**config.mk**
```make
export PLATFORM = sky130hd
export DESIGN_NAME = ncp_event_icpt
export DESIGN_NICKNAME = d
export VERILOG_FILES = /design/src/rtl/ncp_pkg.sv /design/src/rtl/ncp_match.sv /design/src/rtl/ncp_event_icpt.sv
export SDC_FILE = /design/constraint.sdc
export NUM_CORES = 1
export LEC_CHECK = 0
export ABC_AREA = 0
export BUFFER_PORTS_ARGS = -buffer_cell sky130_fd_sc_hd__buf_2
export CAP_MARGIN = 10
export CELL_PAD_IN_SITES_DETAIL_PLACEMENT = 0
export CELL_PAD_IN_SITES_GLOBAL_PLACEMENT = 1
export CORE_MARGIN = 2
export CORE_UTILIZATION = 32
export CTS_CLUSTER_DIAMETER = 200
export DETAILED_ROUTE_END_ITERATION = 12
export PLACE_DENSITY_LB_ADDON = 0.1
export REMOVE_ABC_BUFFERS = 1
export SYNTH_ARGS = -nofsm -noshare
export SYNTH_HDL_FRONTEND = slang
export SYNTH_HIERARCHICAL = 1
export SYNTH_SLANG_ARGS = --single-unit
```
**constraint.sdc**
```tcl
create_clock -name clk -period 2.5 [get_ports clk]
set_input_delay 0.375 -clock clk [delete_from_list [all_inputs] [get_ports clk]]
set_output_delay 0.375 -clock clk [all_outputs]
set_load 0.1 [all_outputs]
```
**src/rtl/ncp_pkg.sv**
```systemverilog
package ncp_pkg;
    localparam int VEC_W   = 8;
    localparam int FLAG_W  = 8;
    localparam int CODE_W  = 12;
    localparam int INFO_W  = 64;
    localparam int ERR_W   = 32;
    localparam int ADDR_W  = 64;
    localparam int XCPT_N  = 32;

    localparam int FB_CPU   = 0;
    localparam int FB_SOFT  = 1;
    localparam int FB_EXT   = 2;
    localparam int FB_INT3  = 3;
    localparam int FB_INTO  = 4;
    localparam int FB_ICEBP = 5;
    localparam int FB_ERR   = 6;
    localparam int FB_ADDR  = 7;

    localparam int NMI_VEC = 2;
    localparam int DF_VEC  = 8;

    typedef enum logic {
        ST_CHECK = 1'b0,
        ST_ARMED = 1'b1
    } ncp_state_e;
endpackage

```
**src/rtl/ncp_match.sv**
```systemverilog
module ncp_match
    import ncp_pkg::*;
#(
    parameter int EXIT_XCPT_BASE = 'h040,
    parameter int EXIT_NMI       = 'h061,
    parameter int EXIT_SWINT     = 'h075,
    parameter int EXIT_ICEBP     = 'h088
) (
    input  logic [VEC_W-1:0]  vector,
    input  logic [FLAG_W-1:0] flags,
    input  logic              df_escalated,
    input  logic [ERR_W-1:0]  err_code,
    input  logic [ADDR_W-1:0] fault_addr,
    input  logic [XCPT_N-1:0] bitmap,
    input  logic              nmi_en,
    input  logic              icebp_en,
    input  logic              intn_en,
    input  logic              decode_assist,
    output logic              hit,
    output logic [CODE_W-1:0] code,
    output logic [INFO_W-1:0] info1,
    output logic [INFO_W-1:0] info2
);
    localparam int IDX_W = $clog2(XCPT_N);

    logic is_cpu, pure_soft, in_range, bm_hit;

    always_comb begin
        is_cpu    = flags[FB_CPU];
        pure_soft = flags[FB_SOFT] && !flags[FB_INT3] && !flags[FB_INTO] && !flags[FB_ICEBP];
        in_range  = (int'(vector) < XCPT_N);
        bm_hit    = is_cpu && in_range && bitmap[vector[IDX_W-1:0]];
    end

    always_comb begin
        hit   = 1'b0;
        code  = '0;
        info1 = '0;
        info2 = '0;
        if (df_escalated) begin
            if (bitmap[DF_VEC]) begin
                hit  = 1'b1;
                code = CODE_W'(EXIT_XCPT_BASE + DF_VEC);
            end
        end else if (is_cpu && int'(vector) == NMI_VEC && nmi_en) begin
            hit  = 1'b1;
            code = CODE_W'(EXIT_NMI);
        end else if (flags[FB_ICEBP] && icebp_en) begin
            hit  = 1'b1;
            code = CODE_W'(EXIT_ICEBP);
        end else if (bm_hit) begin
            hit   = 1'b1;
            code  = CODE_W'(EXIT_XCPT_BASE) + CODE_W'(vector);
            info1 = flags[FB_ERR]  ? INFO_W'(err_code)   : '0;
            info2 = flags[FB_ADDR] ? INFO_W'(fault_addr) : '0;
        end else if (pure_soft && intn_en) begin
            hit   = 1'b1;
            code  = CODE_W'(EXIT_SWINT);
            info1 = decode_assist ? INFO_W'(vector) : '0;
        end
    end

    // a non-CPU event must never yield an exception-range exit
    always_comb begin
        if (!is_cpu && !df_escalated && hit)
            assert_noncpu_range_R7: assert (!(int'(code) >= EXIT_XCPT_BASE &&
                                              int'(code) <  EXIT_XCPT_BASE + XCPT_N));
    end
endmodule

```
**src/rtl/ncp_event_icpt.sv**
```systemverilog
module ncp_event_icpt
    import ncp_pkg::*;
#(
    parameter int EXIT_XCPT_BASE = 'h040,
    parameter int EXIT_NMI       = 'h061,
    parameter int EXIT_SWINT     = 'h075,
    parameter int EXIT_ICEBP     = 'h088
) (
    input  logic              clk,
    input  logic              rst_n,
    input  logic              vm_entry,
    input  logic              evt_valid,
    input  logic [7:0]        evt_vector,
    input  logic [7:0]        evt_flags,
    input  logic              evt_df_escalated,
    input  logic [31:0]       evt_err_code,
    input  logic [63:0]       evt_fault_addr,
    input  logic [31:0]       xcpt_bitmap,
    input  logic              icpt_nmi_en,
    input  logic              icpt_icebp_en,
    input  logic              icpt_intn_en,
    input  logic              decode_assist_en,
    output logic              exit_valid,
    output logic [11:0]       exit_code,
    output logic [63:0]       exit_info1,
    output logic [63:0]       exit_info2
);
    ncp_state_e state, state_nx;

    logic              m_hit;
    logic [CODE_W-1:0] m_code;
    logic [INFO_W-1:0] m_info1, m_info2;
    logic              bypass;

    ncp_match #(
        .EXIT_XCPT_BASE(EXIT_XCPT_BASE),
        .EXIT_NMI      (EXIT_NMI),
        .EXIT_SWINT    (EXIT_SWINT),
        .EXIT_ICEBP    (EXIT_ICEBP)
    ) u_match (
        .vector       (evt_vector),
        .flags        (evt_flags),
        .df_escalated (evt_df_escalated),
        .err_code     (evt_err_code),
        .fault_addr   (evt_fault_addr),
        .bitmap       (xcpt_bitmap),
        .nmi_en       (icpt_nmi_en),
        .icebp_en     (icpt_icebp_en),
        .intn_en      (icpt_intn_en),
        .decode_assist(decode_assist_en),
        .hit          (m_hit),
        .code         (m_code),
        .info1        (m_info1),
        .info2        (m_info2)
    );

    // next state: entry arms, injected event disarms
    always_comb begin
        state_nx = state;
        bypass   = 1'b0;
        unique case (state)
            ST_CHECK: begin
                if (vm_entry) state_nx = ST_ARMED;
            end
            ST_ARMED: begin
                if (evt_valid && !evt_df_escalated) begin
                    bypass   = 1'b1;
                    state_nx = ST_CHECK;
                end
                if (vm_entry) state_nx = ST_ARMED;
            end
            default: state_nx = ST_CHECK;
        endcase
    end

    always_ff @(posedge clk) begin
        if (!rst_n) state <= ST_CHECK;
        else        state <= state_nx;
    end

    // registered exit request
    always_ff @(posedge clk) begin
        if (!rst_n) begin
            exit_valid <= 1'b0;
            exit_code  <= '0;
            exit_info1 <= '0;
            exit_info2 <= '0;
        end else begin
            exit_valid <= evt_valid && m_hit && !bypass;
            if (evt_valid && m_hit && !bypass) begin
                exit_code  <= m_code;
                exit_info1 <= m_info1;
                exit_info2 <= m_info2;
            end
        end
    end

    assert_pulse_R10: assert property (@(posedge clk) disable iff (!rst_n)
        exit_valid |-> $past(evt_valid));

    assert_bypass_R8: assert property (@(posedge clk) disable iff (!rst_n)
        (state == ST_ARMED && evt_valid && !evt_df_escalated) |=> !exit_valid);

    assert_nmi_zero_R3: assert property (@(posedge clk) disable iff (!rst_n)
        (exit_valid && int'(exit_code) == EXIT_NMI) |-> (exit_info1 == '0 && exit_info2 == '0));

    assert_icebp_zero_R4: assert property (@(posedge clk) disable iff (!rst_n)
        (exit_valid && int'(exit_code) == EXIT_ICEBP) |-> (exit_info1 == '0 && exit_info2 == '0));

    assert_swint_info_R6: assert property (@(posedge clk) disable iff (!rst_n)
        (exit_valid && int'(exit_code) == EXIT_SWINT) |-> (exit_info2 == '0 && exit_info1 < 64'd256));

    assert_df_state_R9: assert property (@(posedge clk) disable iff (!rst_n)
        (evt_valid && evt_df_escalated && !vm_entry) |=> $stable(state));
endmodule

```
==> flow_metrics.env <==
export IMPL_grt_pass1_wl_mm=37.01
export IMPL_ant_nets=0
export IMPL_port_buffers=292
export IMPL_yosys_warnings=6
export IMPL_final_nets=1405
export IMPL_grt_max_degree=80
export IMPL_die_w_um=160.4
export IMPL_tritoncts="built"
export IMPL_wl_per_cell_um=14.82
export IMPL_synthToLayoutAreaGrowth_pct=30.95
export IMPL_fp_dieArea_mm2=0.02574
export IMPL_synthXorXnorAreaFrac=0
export IMPL_r2r_cells=4
export IMPL_avgViaCountPerCell=4.472
export IMPL_netlist_area_mm2=0.007831
export IMPL_first_pass_iters=4
export IMPL_timing_hold_violations_final=0
export IMPL_gp_congestion=0.8161
export IMPL_die_y_um=160.4
export IMPL_clock_path_buffers=2
export IMPL_first_global_vias=6712
export IMPL_min_period_ns=2.319
export IMPL_reg2reg_from="state"
export IMPL_hold_path_class="in2reg"
export IMPL_diodes=0
export IMPL_clk_pin_slew_ns=0.06
export IMPL_cts_htree_levels=4
export IMPL_utilization=0.4242
export IMPL_overflow=0
export IMPL_syn_area_per_cell_um2=8.090
export IMPL_synth_simple_area_share=0.2387
export IMPL_irDropWorstVdd_uv=367.0
export IMPL_relSlewSlack=0.4169
export IMPL_clock_sinks=142
export IMPL_synthMuxAreaShare=0.2082
export IMPL_status="completed"
export IMPL_rr_endpoint="exit_info2[35]"
export IMPL_grt_total_usage=0.1795
export IMPL_synthAdderAreaFrac=0.003195
export IMPL_synth_top_cell_by_area="dfxtp_1"
export IMPL_setup_viol=0
export IMPL_arrival_ns=2.63
export IMPL_startpoint="evt_vector[0]"
export IMPL_path_max_fanout=31
export IMPL_drive_gt1_frac=0.3085
export IMPL_critical_path_class="in2reg"
export IMPL_holdPathStages=2
export IMPL_drt_iter0_drc=358
export IMPL_grt_antenna_before_repair=0
export IMPL_drv_slew=0
export IMPL_place_hpwl_mm=16.27
export IMPL_final_period_utilization=0.9276
export IMPL_num_vias=7088
export IMPL_ys_seq_area_frac=0.3630
export IMPL_ctsRootBufferMaster="clkbuf_16"
export IMPL_synth_compound_area_frac=0.03419
export IMPL_synth_top_family_by_area="simple AND/OR/NAND/NOR gates"
export IMPL_crit_end="exit_info2[53]"
export IMPL_fmax_ghz=0.4312
export IMPL_end_kind="flip-flop"
export IMPL_synth_top_area_frac=0.3630
export IMPL_rsz0062_at_grt="no"
export IMPL_ys_ff_latch=142
export IMPL_io_pins=294
export IMPL_start_util=0.3239
export IMPL_worstSkewPairLatency_ns=0.42
export IMPL_reg2reg_slack_ns=1.29
export IMPL_fp_coreArea_mm2=0.02418
export IMPL_numCtsBuffers=17
export IMPL_start_kind="input pin"
export IMPL_synth_cell_types=47
export IMPL_wl_mm=23.50
export IMPL_max_cap_viol_count=0
export IMPL_synth_area_leaders="dfxtp_1 36%, mux2i_1 18%, nand2_1 14%, nor4_1 7.0%, buf_4 4.7%"
export IMPL_drc=0
export IMPL_required_ns=2.81
export IMPL_tightest_slew_ns=0.8738
export IMPL_power_w=0.006052
export IMPL_num_rows=57
export IMPL_syn_inst=968
export IMPL_p_leak_nw=4.759
export IMPL_fin_skew_ns=0.009849
export IMPL_p_per_area_mw_per_mm2=590.2
export IMPL_holdBufCountCts=0
## worst min-delay path by stage
stage,startpoint,endpoint,slack [ns]
2_1_floorplan,rst_n,state,0.49
3_3_place_gp,exit_info1[13],exit_info1[13],0.44
3_5_place_dp,exit_info1[14],exit_info1[14],0.44
4_1_cts,vm_entry,state,0.16
5_1_grt,vm_entry,state,0.17
6_report,vm_entry,state,0.18
## report_power, final
part           switching (W)  internal, W  total (W)
combinational       0.000677     0.000340    0.00102
clock                0.00104      0.00167    0.00272
sequential         0.0000174      0.00230    0.00232
## synth_stat cells, drive strengths merged
cell and number:
nand2 295, mux2i 143, dfxtp 142, inv 98, nor4 88, buf 77
clkbuf 42, a21oi 15, or4 8, mux4 6, o311ai 6, nand4 5
mux2 4, nor2 4, nor2b 3, nor3 3, o21ai 3, a31oi 2
and3 2, ha 2, nand3 2, o21a 2, o221ai 2, a211oi 1
a21boi 1, a221o 1, a31o 1, a41oi 1, and2 1, and3b 1
and4b 1, conb 1, nand2b 1, nand4b 1, nor4b 1, o211ai 1
o221a 1
## final cells by class
class | count | area, um^2
Tap cell | 324 | 405.4
Fill cell | 2536 | 13920
Clock buffer | 18 | 429.2
Multi-Input combinational cell | 643 | 3960
Inverter | 98 | 367.9
Clock inverter | 12 | 183.9
Sequential cell | 142 | 2843
Timing Repair Buffer | 348 | 2066
## cells by family (layout without fill, tap and decap cells)
family,after synthesis,after routing
simple gates,416,416
buf+inv,217,476
mux,153,153
other cells,1,35
flops,142,142
fa+ha+maj,2,2
compound gates,37,37
## state kept, by name, summed over array words and instances, names as in the netlist
name	cells
exit_info2	64
state	1
exit_valid	1
exit_code	12
exit_info1	64
## critical path: stages
cell and delay, ns:
buf_2 0.25, mux2_2 0.39, mux4_2 0.51, o21a_1 0.24
nand3_4 0.10, buf_4 0.14, buf_4 0.35, nor4_1 0.10
nand2_1 0.08, mux2i_1 0.06
## cells in the final DEF (no fill, tap or decap), types with 2 or more instances in the layout
| master | instances |
|---|---|
| o311ai_0 | 6 |
| nor4_1 | 88 |
| buf_4 | 42 |
| o21ai_0 | 2 |
| dfxtp_1 | 142 |
| nand3_4 | 2 |
| bufinv_16 | 4 |
| nand4_1 | 5 |
| ha_1 | 2 |
| and3_1 | 2 |
| o21a_1 | 2 |
| nor2_1 | 4 |
| mux4_1 | 5 |
| a21oi_1 | 14 |
| nor2b_1 | 3 |
| buf_2 | 291 |
| inv_1 | 97 |
| nand2_1 | 295 |
| inv_6 | 3 |
| conb_1 | 35 |
| nor3_1 | 3 |
| mux2_2 | 3 |
| or4_1 | 8 |
| clkinv_2 | 2 |
| mux2i_1 | 143 |
| buf_12 | 14 |
| clkbuf_16 | 17 |
| a31oi_1 | 2 |
## metal layers
| metal | up-vias | share of wire | global-route usage |
|---|---|---|---|
| li1 | 3713 | - | - |
| met1 | 3157 | 0.46 | 0.2337 |
| met2 | 205 | 0.46 | 0.2896 |
| met3 | 13 | 0.074 | 0.05733 |
| met4 | 0 | 0.011 | 0.04341 |
| met5 | - | 0 | 0 |
## metrics by stage
stage | worst slack [ns] | hold WS [ns] | cell area (um^2) | std cells | setup TNS, ns
CTS | 0.2119 | 0.1607 | 10250 | 1585 | 0
floorplan | -11.30 | 0.4926 | 7134 | 883 | -1592.97
detailed placement | -0.5359 | 0.4428 | 9614 | 1553 | -67.57
finish | 0.1810 | 0.1761 | 10250 | 1585 | 0
global route | 0.09824 | 0.1730 | 10250 | 1585 | 0
global placement | -0.4553 | 0.4393 | 9614 | 1553 | -57.45
## what timing repair did
item                                    CTS  global route
buffers inserted                          2             0
endpoints found under the setup margin  128             0
resized for setup                         0             0
(Power assumes the default switching activity.)
